[src/rtl/serial_hold_pkg.sv]
package serial_hold_pkg;
  // Strobes passed from the hold control to the shift datapath
  typedef struct packed {
    logic shiftEn;  // sample sdi on this cycle
    logic clear;    // deselected: clear word and count
  } holdStrobe_t;
endpackage

[src/rtl/serial_hold_fsm.sv]
module serial_hold_fsm
  import serial_hold_pkg::*;
(
  input  logic        clk,
  input  logic        rstN,
  input  logic        csN,
  input  logic        sck,
  input  logic        holdN,
  output holdStrobe_t strobe,
  output logic        holdState,
  output logic        lockout,
  output logic        ifaceReset
);
  logic sckPrev;
  logic holdReq;
  logic sckRise;

  // A low hold input counts as a request only when no lockout is armed
  assign holdReq = ~holdN & ~lockout;
  assign sckRise = sck & ~sckPrev;

  always_ff @(posedge clk or negedge rstN) begin
    if (!rstN) begin
      sckPrev    <= 1'b0;
      holdState  <= 1'b0;
      lockout    <= 1'b0;
      ifaceReset <= 1'b0;
    end else begin
      sckPrev    <= sck;
      ifaceReset <= csN & holdState;
      // The hold state may change only while the serial clock is low
      if (csN) begin
        holdState <= 1'b0;
      end else if (!sck) begin
        holdState <= holdReq;
      end
      // A released hold input wins over arming the lockout
      if (holdN) begin
        lockout <= 1'b0;
      end else if (csN && holdState) begin
        lockout <= 1'b1;
      end
    end
  end

  always_comb begin
    strobe.shiftEn = ~csN & ~holdState & sckRise;
    strobe.clear   = csN;
  end
endmodule

[src/rtl/serial_hold_shift.sv]
module serial_hold_shift
  import serial_hold_pkg::*;
#(
  parameter int WORD_W = 8,
  localparam int CNT_W = $clog2(WORD_W)
) (
  input  logic              clk,
  input  logic              rstN,
  input  holdStrobe_t       strobe,
  input  logic              sdi,
  output logic [WORD_W-1:0] shiftWord,
  output logic [CNT_W-1:0]  bitCount,
  output logic              byteStrobe
);
  localparam logic [CNT_W-1:0] LAST_BIT = CNT_W'(WORD_W - 1);

  always_ff @(posedge clk or negedge rstN) begin
    if (!rstN) begin
      shiftWord  <= '0;
      bitCount   <= '0;
      byteStrobe <= 1'b0;
    end else if (strobe.clear) begin
      shiftWord  <= '0;
      bitCount   <= '0;
      byteStrobe <= 1'b0;
    end else if (strobe.shiftEn) begin
      shiftWord  <= {shiftWord[WORD_W-2:0], sdi};
      byteStrobe <= (bitCount == LAST_BIT);
      bitCount   <= (bitCount == LAST_BIT) ? '0 : bitCount + 1'b1;
    end else begin
      byteStrobe <= 1'b0;
    end
  end
endmodule

[src/rtl/serial_hold_ctrl.sv]
module serial_hold_ctrl
  import serial_hold_pkg::*;
#(
  parameter int WORD_W = 8,
  localparam int CNT_W = $clog2(WORD_W)
) (
  input  logic              clk,
  input  logic              rstN,
  input  logic              csN,
  input  logic              sck,
  input  logic              holdN,
  input  logic              sdi,
  output logic              freeze,
  output logic              outOverride,
  output logic              ifaceReset,
  output logic [WORD_W-1:0] shiftWord,
  output logic [CNT_W-1:0]  bitCount,
  output logic              byteStrobe
);
  holdStrobe_t strobe;
  logic        holdState;
  logic        lockoutFlag;

  serial_hold_fsm u_fsm (
    .clk(clk), .rstN(rstN), .csN(csN), .sck(sck), .holdN(holdN),
    .strobe(strobe), .holdState(holdState), .lockout(lockoutFlag),
    .ifaceReset(ifaceReset)
  );

  serial_hold_shift #(.WORD_W(WORD_W)) u_shift (
    .clk(clk), .rstN(rstN), .strobe(strobe), .sdi(sdi),
    .shiftWord(shiftWord), .bitCount(bitCount), .byteStrobe(byteStrobe)
  );

  assign freeze      = holdState;
  assign outOverride = holdState | csN;
endmodule

[config.mk]
export PLATFORM = sky130hd
export DESIGN_NAME = serial_hold_ctrl
export DESIGN_NICKNAME = d
export VERILOG_FILES = /design/src/rtl/serial_hold_pkg.sv /design/src/rtl/serial_hold_fsm.sv /design/src/rtl/serial_hold_shift.sv /design/src/rtl/serial_hold_ctrl.sv
export SDC_FILE = /design/constraint.sdc
export NUM_CORES = 1
export LEC_CHECK = 0
export ABC_AREA = 1
export CORE_MARGIN = 2
export CORE_UTILIZATION = 35
export DETAILED_ROUTE_END_ITERATION = 6
export PLACE_DENSITY = 0.65
export SYNTH_ARGS = -nofsm -noshare
export SYNTH_HDL_FRONTEND = slang
export SYNTH_SLANG_ARGS = --single-unit
[constraint.sdc]
create_clock -name clk -period 1 [get_ports clk]
set_input_delay 0.15 -clock clk [delete_from_list [all_inputs] [get_ports clk]]
set_output_delay 0.15 -clock clk [all_outputs]
set_load 0.005 [all_outputs]
==> results.json, run 1 <==
{
  "outcome": "finished, violations left",
  "violations": "negative setup slack",
  "timing.final.ws_setup_ns": -0.181,
  "cell_at_the_root_of_the_clock_tree": "clkbuf_4",
  "worst-endpoint-arrival_ns": 1.03,
  "critical_path.startpoint_type": "register",
  "final_hold_viol_count": 0,
  "overall_global_routing_usage_pct": 15.6,
  "max_freq_mhz": 847,
  "cp_num_buf_inv": 1,
  "rsz_0062_raised_after_global_routing": "true",
  "power_frac_clock_pct": 33.7,
  "clock_insertion_delay_worst_skew_ns": 0.29,
  "mappedNetlistArea_um2": 697,
  "critical-path-max-stage-delay_ns": 0.40,
  "cp_data_required_time_ns": 0.85,
  "fp.dieW_um": 48.6,
  "grt_first_pass_wirelength_um": 2830,
  "fin_skew_ns": 0.00628,
  "synth_edf_count": 0,
  "flow.area_growth_from_synthesis_pct": 56.4,
  "layout_min_cycle_time_ns": 1.18,
  "layout_worst_path_cycle_share_pct": 118,
  "drtIter0Drc": 12,
  "cts.sink_count": 16,
  "async_flop_share_pct": 100,
  "antenna_found_initial": 0,
  "drt-vias-per-instance": 4.56,
  "ant_nets": 0,
  "remaining_drc_errors": 0,
  "yosysSeqAreaShare_pct": 57.5,
  "route.final.wire_length_um": 1590,
  "clk_transition_reported_paths_ns": 0.10,
  "cpLargestDelayFamily": "flip-flops",
  "synth_nets": 80,
  "worst_r2r_path_depth": 6,
  "count_of_warnings_emitted_by_yosys": 0,
  "dieArea_um2": 2360,
  "relSlewSlack_pct": 84.8,
  "globalRoute.totalOverflow": 0,
  "dpl_hpwl_um": 1040,
  "crit-reg2reg-launch": "u_fsm.holdState$_DFFE_PN0P_",
  "power.ir.vdd_worst_mv": 0.768,
  "final_cells": 143,
  "setup_viol": 15,
  "place.detailed.instances": 131,
  "dpl_worst_slack_ns": -0.474,
  "synth_area_per_cell_um2": 9.68,
  "io_pins": 21,
  "numCtsBuffers": 3,
  "power.combinational.fraction_pct": 14.3,
  "cts_tree": "yes",
  "antenna_cells": 0,
  "worst_slew_pin_slew_ns": 0.228,
  "coreArea_um2": 1920,
  "r2r_setup_slack_ns": -0.16,
  "switching_share_pct": 24.3,
  "numPortBuffers": 20,
  "cts.hold.buffers_added": 0,
  "cp_max_fo": 2,
  "initial_core_util_pct": 36.3,
  "critical_path.slowest_cell": "dfrtp_1",
  "place.gp.congestion": 0.767,
  "drv.max_cap_violation_count": 0,
  "power_density_nw_per_um2": 1190,
  "grt_max_degree": 17,
  "design_power_total_mw": 1.29,
  "htreeDepth": 1,
  "synth.ff_latch_count": 16,
  "crit_chain": "or2_4, buf_6",
  "clockBufferDepth": 2,
  "sequentialPowerShare_pct": 51.9,
  "hold_class": "in -> async",
  "cp-end-kind": "output port",
  "number_of_global_route_vias_before_repair": 616,
  "share_of_cells_above_drive_strength_1_pct": 44.0,
  "fillers": 187,
  "die_y_um": 48.6,
  "firstDrtPassIters": 4,
  "floorplan.rows": 16,
  "routed_wire_length_per_instance_um": 11.1,
  "synth-main-ff-cell": "dfrtp_1",
  "detailroute.via_count": 652,
  "finalMaxSlewViolations": 0,
  "r2r-end": "u_shift.bitCount[0]$_DFFE_PN0P_",
  "path_class": "reg -> out",
  "post_synth_inst_count": 72,
  "count_of_different_cell_masters_after_synthesis": 15,
  "final_net_count": 125,
  "internal-power_uw": 979,
  "switching_power_uw": 314,
  "p_leak_nw": 0.629
}
==> worst reg2reg max path: stages (launching register included) <==
cell and delay [ns]:
dfrtp_1 0.40, buf_6 0.13, buf_6 0.11, nor2_4 0.15
nand2_2 0.13, nand3_1 0.10, nand2_1 0.05
==> metal layers <==
metal | up-vias | track usage [%] | share of wire (%)
met5 | - | 0 | 0
met4 | 0 | 7.14 | 1.1
met3 | 2 | 3.40 | 5.4
met2 | 18 | 26.9 | 52
met1 | 307 | 18.5 | 41
li1 | 325 | - | -
==> state kept, by name, indices dropped and copies added (netlist names) <==
register	flops
u_fsm.sckPrev	1
u_shift.byteStrobe	1
u_fsm.holdState	1
u_fsm.ifaceReset	1
u_shift.bitCount	3
u_fsm.lockout	1
u_shift.shiftWord	8
==> cells in the final DEF (no fill, tap or decap) <==
cell | netlist | routed
nand2_4 | 0 | 1
clkbuf_8 | 0 | 1
buf_6 | 1 | 4
nand2_1 | 13 | 13
o21ai_0 | 1 | 1
ha_4 | 0 | 2
nand2_2 | 1 | 1
or2_4 | 0 | 1
inv_1 | 5 | 5
buf_4 | 3 | 20
nand3_2 | 1 | 1
dfrtp_1 | 16 | 16
clkdlybuf4s50_1 | 0 | 5
nor2_1 | 5 | 4
nor2_2 | 1 | 2
buf_2 | 0 | 14
clkbuf_4 | 0 | 3
nor2_4 | 1 | 1
nand4_1 | 1 | 1
nand3_1 | 20 | 20
==> worst max path at each step <==
| stage | from | to | slack [ns] | depth (start not counted) |
|---|---|---|---|---|
| detailed placement | csN | outOverride | -0.47 | 3 |
| global placement | csN | outOverride | -0.44 | 3 |
| CTS | u_fsm.holdState$_DFFE_PN0P_ | outOverride | -0.20 | 2 |
| floorplan | u_shift.bitCount[0]$_DFFE_PN0P_ | u_shift.bitCount[2]$_DFFE_PN0P_ | -0.004 | 4 |
| global route | u_fsm.holdState$_DFFE_PN0P_ | u_shift.shiftWord[4]$_DFFE_PN0P_ | -0.24 | 6 |
| finish | u_fsm.holdState$_DFFE_PN0P_ | outOverride | -0.18 | 2 |
==> Yosys cell counts (2+ instances only) <==
library cell	number	area share, %
inv_1	5	2.7
nand2_1	13	7.0
dfrtp_1	16	57
nand3_1	20	14
nor2_1	5	2.7
ha_1	2	3.6
buf_4	3	3.2
==> cell type report <==
| class | count | area [µm²] | share of cell area (%) |
|---|---|---|---|
| clock buffers | 4 | 36.3 | 3.33 |
| inverters | 5 | 18.8 | 1.72 |
| multi-input cells | 48 | 285 | 26.2 |
| flip-flops and latches | 16 | 400 | 36.7 |
| well taps | 27 | 33.8 | 3.10 |
| repair buffers | 43 | 315 | 28.9 |
==> kinds of logic after synthesis <==
logic type / share of synthesized area, %
flops: 57.5
buf+inv: 7.54
fa+ha+maj: 3.59
simple gates: 30.7
compound gates: 0.717
==> stage by stage <==
stage                     util, %  setup TNS [ns]  hold slack, ns  instance area (µm²)
after global routing         56.7           -3.17           0.177                 1090
after detailed placement     53.7           -4.61           0.488                 1030
final                        56.7           -1.96           0.169                 1090
after CTS                    56.0           -1.74           0.176                 1080
after floorplan                 -        -0.00436          -0.146                  712
after global placement       53.7           -4.27           0.475                 1030
==> power groups by stage <==
stage	clock [mW]	combinational (mW)	sequential, mW
2_1_floorplan	0	0.0644	0.689
6_report	0.436	0.185	0.671
3_5_place_dp	0	0.166	0.685
4_1_cts	0.443	0.183	0.671
5_1_grt	0.479	0.205	0.673
3_3_place_gp	0	0.165	0.685
==> what timing repair did <==
item	in CTS	in global routing
gates cloned	0	1
buffers inserted	6	1
resized for setup	68	0
endpoints found under the setup margin	26	18
pin swaps	1	0
hold endpoints to repair	0	0
(Power assumes the default switching activity.)
==> inputs of run 2 (changes only) <==
Settings changed: REMOVE_ABC_BUFFERS from default to 1.
==> run 2 against run 1 <==
Non-clock buffer count is 2 lower. Routed wire length is 1.8% lower. The run still ends with negative setup slack left. Global-route usage is 1.7 points lower. Clock-buffer cell count stayed put. Maximum frequency is 1.1% higher. Cell area is 0.34% higher. Critical path type unchanged. Core utilization is 0.20 points higher.
==> results.json, run 2 (same netlist as run 1, synthesis figures left out) <==
{
  "outcome": "finished, violations left",
  "violations": "negative setup slack",
  "antenna_cells": 0,
  "route.final.wire_length_um": 1560,
  "registers.top_by_ff_count": "u_shift.shiftWord",
  "place.gp.congestion": 0.689,
  "timing.final.ws_setup_ns": -0.168,
  "clockBufferDepth": 2,
  "worst_slew_pin_slew_ns": 0.209,
  "place.detailed.instances": 130,
  "finalMaxSlewViolations": 0,
  "worst-endpoint-arrival_ns": 1.02,
  "grt_first_pass_wirelength_um": 2610,
  "multi_input_area_um2": 282,
  "internal-power_uw": 989,
  "routed_wire_length_per_instance_um": 11.1,
  "crit-reg2reg-launch": "u_fsm.holdState$_DFFE_PN0P_",
  "mostFrequentLayoutCell": "nand3_1",
  "antenna_found_initial": 0,
  "drt-vias-per-instance": 4.49,
  "switching_share_pct": 23.2,
  "drv.max_cap_violation_count": 0,
  "power.ir.vdd_worst_mv": 0.548,
  "drtIter0Drc": 10,
  "share_of_cells_above_drive_strength_1_pct": 45.1,
  "cts.hold.buffers_added": 0,
  "final_core_utilization_pct": 56.9,
  "die_y_um": 48.6,
  "htreeDepth": 1,
  "dpl_worst_slack_ns": -0.442,
  "largest_register_ffs": 8,
  "numCtsBuffers": 3,
  "firstDrtPassIters": 4,
  "path_class": "reg -> out",
  "r2r-end": "u_shift.shiftWord[5]$_DFFE_PN0P_",
  "grt_max_degree": 17,
  "register_area_um2": 400,
  "totalNegativeSetupSlack_ns": -1.89,
  "final_net_count": 122,
  "hold_class": "in -> async",
  "number_of_global_route_vias_before_repair": 608,
  "worst_r2r_path_depth": 6,
  "dpl_hpwl_um": 983,
  "top_regs": "u_shift.shiftWord: 8 flops, u_shift.bitCount: 3 flops",
  "cp_max_fo": 2,
  "io_pins": 21,
  "relSlewSlack_pct": 86.0,
  "final_hold_viol_count": 0,
  "fillers": 186,
  "dieArea_um2": 2360,
  "power_density_nw_per_um2": 1180,
  "final_cells": 140,
  "detailroute.via_count": 629,
  "design_power_total_mw": 1.29,
  "clk_transition_reported_paths_ns": 0.10,
  "power_frac_clock_pct": 32.5,
  "flow.area_growth_from_synthesis_pct": 56.9,
  "numPortBuffers": 20,
  "post_dp_cell_area_um2": 1010,
  "power.combinational.fraction_pct": 15.4,
  "floorplan.rows": 16,
  "layout_worst_path_cycle_share_pct": 117,
  "clock_insertion_delay_worst_skew_ns": 0.28,
  "r2r_setup_slack_ns": -0.15,
  "critical_path.startpoint_type": "register",
  "remaining_drc_errors": 0,
  "most-common-layout-cells": "19 x nand3_1, 16 x buf_4, 16 x dfrtp_1",
  "cp_data_required_time_ns": 0.85,
  "initial_core_util_pct": 36.3,
  "ant_nets": 0,
  "globalRoute.totalOverflow": 0,
  "rsz_0062_raised_after_global_routing": "true",
  "setup_viol": 15,
  "crit_chain": "or2_4, buf_6",
  "finalInstanceArea_um2": 1090,
  "cell_at_the_root_of_the_clock_tree": "clkbuf_4",
  "overall_global_routing_usage_pct": 13.9,
  "switching_power_uw": 299,
  "p_leak_nw": 0.627,
  "critical-path-max-stage-delay_ns": 0.40,
  "fp.dieW_um": 48.6,
  "finalHoldWorstSlack_ns": 0.184,
  "cts_tree": "yes",
  "cts.sink_count": 16,
  "max_freq_mhz": 856,
  "cp-end-kind": "output port",
  "sequentialPowerShare_pct": 52.1,
  "coreArea_um2": 1920,
  "layout_min_cycle_time_ns": 1.17,
  "fin_skew_ns": 0.00587,
  "critical_path.slowest_cell": "dfrtp_1"
}
[run 2: layout make-up]
type | count | area share (%)
tap | 27 | 3.09
timing repair buffer | 41 | 29.5
inverter | 5 | 1.72
multi-input combinational | 47 | 25.7
clock buffer | 4 | 3.32
sequential | 16 | 36.6
[run 2: metal layers]
metal / GRT usage [%] / wire, µm / share of wire [%] / vias up
met4: 4.29 / 0 / 0 / 0
met5: 0 / 0 / 0 / -
met3: 3.70 / 78 / 5.0 / 0
met1: 16.3 / 664 / 43 / 298
met2: 24.7 / 814 / 52 / 12
li1: - / - / - / 319
[run 2: worst max-delay path by stage]
stage,from,to,slack [ns],depth (start not counted)
finish,u_fsm.holdState$_DFFE_PN0P_,outOverride,-0.17,2
global placement,csN,outOverride,-0.44,3
detailed placement,csN,outOverride,-0.44,3
floorplan,u_shift.bitCount[0]$_DFFE_PN0P_,u_shift.bitCount[2]$_DFFE_PN0P_,-0.09,4
global route,u_fsm.holdState$_DFFE_PN0P_,outOverride,-0.22,2
CTS,u_fsm.holdState$_DFFE_PN0P_,outOverride,-0.19,2
[run 2: what timing repair did]
item / in CTS / in global routing
pin swaps: 2 / 2
gates resized for setup: 71 / 5
endpoints found under the hold margin: 0 / 0
endpoints found under the setup margin: 28 / 18
buffers inserted: 6 / 0
[run 2: worst max-delay path, delay by kind of cell, from the launching register on]
family,cells,cell delay (ns)
buffers and inverters,1,0.11
and+or+nand+nor,1,0.23
DFF,1,0.40
[run 2: power groups by stage]
stage	registers [mW]	clock network [mW]	logic [mW]
3_3_place_gp	0.685	0	0.164
4_1_cts	0.672	0.440	0.194
2_1_floorplan	0.689	0	0.0502
3_5_place_dp	0.686	0	0.165
5_1_grt	0.674	0.474	0.217
6_report	0.672	0.418	0.199
==> inputs of run 3 (changes only) <==
--- a/config.mk
+++ b/config.mk
@@ -11,2 +11,3 @@
 export DETAILED_ROUTE_END_ITERATION = 6
+export MAX_ROUTING_LAYER = met4
 export PLACE_DENSITY = 0.65
--- a/constraint.sdc
+++ b/constraint.sdc
@@ -3,2 +3,2 @@
 set_output_delay 0.15 -clock clk [all_outputs]
-set_load 0.005 [all_outputs]
+set_load 0.1 [all_outputs]
==> run 3 against run 2 <==
The run still ends with negative setup slack left. Cell area grew 22%. First-iteration DRC count grew 90%. Total power grew 14%. Routed wire length grew 15%. Sequential share of layout area shrank 6.7 points. Worst hold slack lost 0.0074 ns. Largest power group unchanged. Highest routed layer is now met4.
==> results.json, run 3 (same netlist as run 1, synthesis figures left out) <==
{
  "outcome": "finished, violations left",
  "violations": "negative setup slack",
  "max_freq_mhz": 801,
  "power.ir.vdd_worst_mv": 0.838,
  "remaining_drc_errors": 0,
  "htreeDepth": 1,
  "mostFrequentLayoutCell": "dfrtp_1",
  "grt_max_degree": 17,
  "timing.critical_path.from": "csN",
  "worst_slew_pin_slew_ns": 0.520,
  "relSlewSlack_pct": 65.3,
  "die_y_um": 48.6,
  "cts.hold.buffers_added": 0,
  "timing.final.ws_setup_ns": -0.249,
  "detailroute.via_count": 689,
  "firstDrtPassIters": 4,
  "final_core_utilization_pct": 69.5,
  "drtIter0Drc": 19,
  "antenna_found_initial": 0,
  "floorplan.rows": 16,
  "initial_core_util_pct": 36.3,
  "dpl_hpwl_um": 1000,
  "r2r_setup_slack_ns": -0.21,
  "place.detailed.instances": 122,
  "ant_nets": 0,
  "fin_skew_ns": 0.00108,
  "path_class": "in -> out",
  "worst-endpoint-arrival_ns": 1.10,
  "registers.top_by_ff_count": "u_shift.shiftWord",
  "clock_insertion_delay_worst_skew_ns": 0.28,
  "largest_register_ffs": 8,
  "share_of_cells_above_drive_strength_1_pct": 49.6,
  "io_pins": 21,
  "cts.sink_count": 16,
  "numCtsBuffers": 3,
  "coreArea_um2": 1920,
  "drt-vias-per-instance": 4.85,
  "final_cells": 142,
  "route.final.wire_length_um": 1790,
  "crit-reg2reg-launch": "u_fsm.holdState$_DFFE_PN0P_",
  "r2r-end": "u_shift.shiftWord[2]$_DFFE_PN0P_",
  "finalInstanceArea_um2": 1340,
  "design_power_total_mw": 1.47,
  "place.gp.congestion": 0.779,
  "numPortBuffers": 20,
  "cts_tree": "yes",
  "final_hold_viol_count": 0,
  "drv.max_cap_violation_count": 0,
  "layout_min_cycle_time_ns": 1.25,
  "finalHoldWorstSlack_ns": 0.176,
  "number_of_global_route_vias_before_repair": 732,
  "final_net_count": 124,
  "clockBufferDepth": 2,
  "routed_wire_length_per_instance_um": 12.6,
  "critical_path.startpoint_type": "primary input",
  "dpl_worst_slack_ns": -0.299,
  "flow.area_growth_from_synthesis_pct": 91.7,
  "post_dp_cell_area_um2": 1100,
  "top_regs": "u_shift.shiftWord: 8 flops, u_shift.bitCount: 3 flops",
  "dieArea_um2": 2360,
  "worst_r2r_path_depth": 6,
  "power_density_nw_per_um2": 1100,
  "cp_data_required_time_ns": 0.85,
  "overall_global_routing_usage_pct": 17.2,
  "layout_worst_path_cycle_share_pct": 125,
  "grt_first_pass_wirelength_um": 3050,
  "totalNegativeSetupSlack_ns": -3.85,
  "globalRoute.totalOverflow": 0,
  "finalMaxSlewViolations": 0,
  "cp_max_fo": 4,
  "fp.dieW_um": 48.6,
  "cell_at_the_root_of_the_clock_tree": "clkbuf_4",
  "antenna_cells": 0,
  "cp-end-kind": "output port",
  "clk_transition_reported_paths_ns": 0.09,
  "most-common-layout-cells": "16 x dfrtp_1, 15 x nand3_1, 15 x buf_12",
  "rsz_0062_raised_after_global_routing": "true",
  "setup_viol": 30,
  "p_leak_nw": 0.681,
  "hold_class": "in -> async"
}
==> run 3: changes by cell type in the layout (fill, tap and decap cells not counted), sizes merged <==
| cell | change |
|---|---|
| buf | +1 |
| nand2 | +1 |
==> run 3: how the worst max path moves through the flow <==
stage,to,cells after the start
6_report,outOverride,3
5_1_grt,outOverride,2
4_1_cts,outOverride,2
3_5_place_dp,outOverride,3
3_3_place_gp,outOverride,3
2_1_floorplan,outOverride,1
==> run 3: final cells by class <==
type	instances	area [µm²]
multi-input combinational	48	298
inverter	5	18.8
tap	27	33.8
sequential	16	400
timing repair buffer	42	549
clock buffer	4	36.3
fill	140	586
==> run 3: worst max-delay path: stages <==
cell	delay, ns
clkdlybuf4s50_1	0.49
or2_4	0.29
buf_12	0.16
==> run 3: timing repair <==
| item | in CTS | in global routing |
|---|---|---|
| setup endpoints to repair | 18 | 30 |
| gates cloned | 2 | 0 |
| resized for setup | 15 | 8 |
| buffers inserted | 12 | 2 |
| pin swaps | 3 | 2 |
==> run 3: power breakdown <==
group / total (mW) / switching [mW] / internal, mW
Clock: 0.427 / 0.205 / 0.221
Sequential: 0.676 / 0.0136 / 0.663
Combinational: 0.372 / 0.220 / 0.152
Total: 1.47 / 0.439 / 1.04
==> run 3: layer usage <==
metal	track usage (%)	vias up	wire length, µm
met5	-	-	0
met4	8.57	0	13
met3	3.70	2	74
met2	29.9	18	969
met1	18.4	346	736
li1	-	323	-
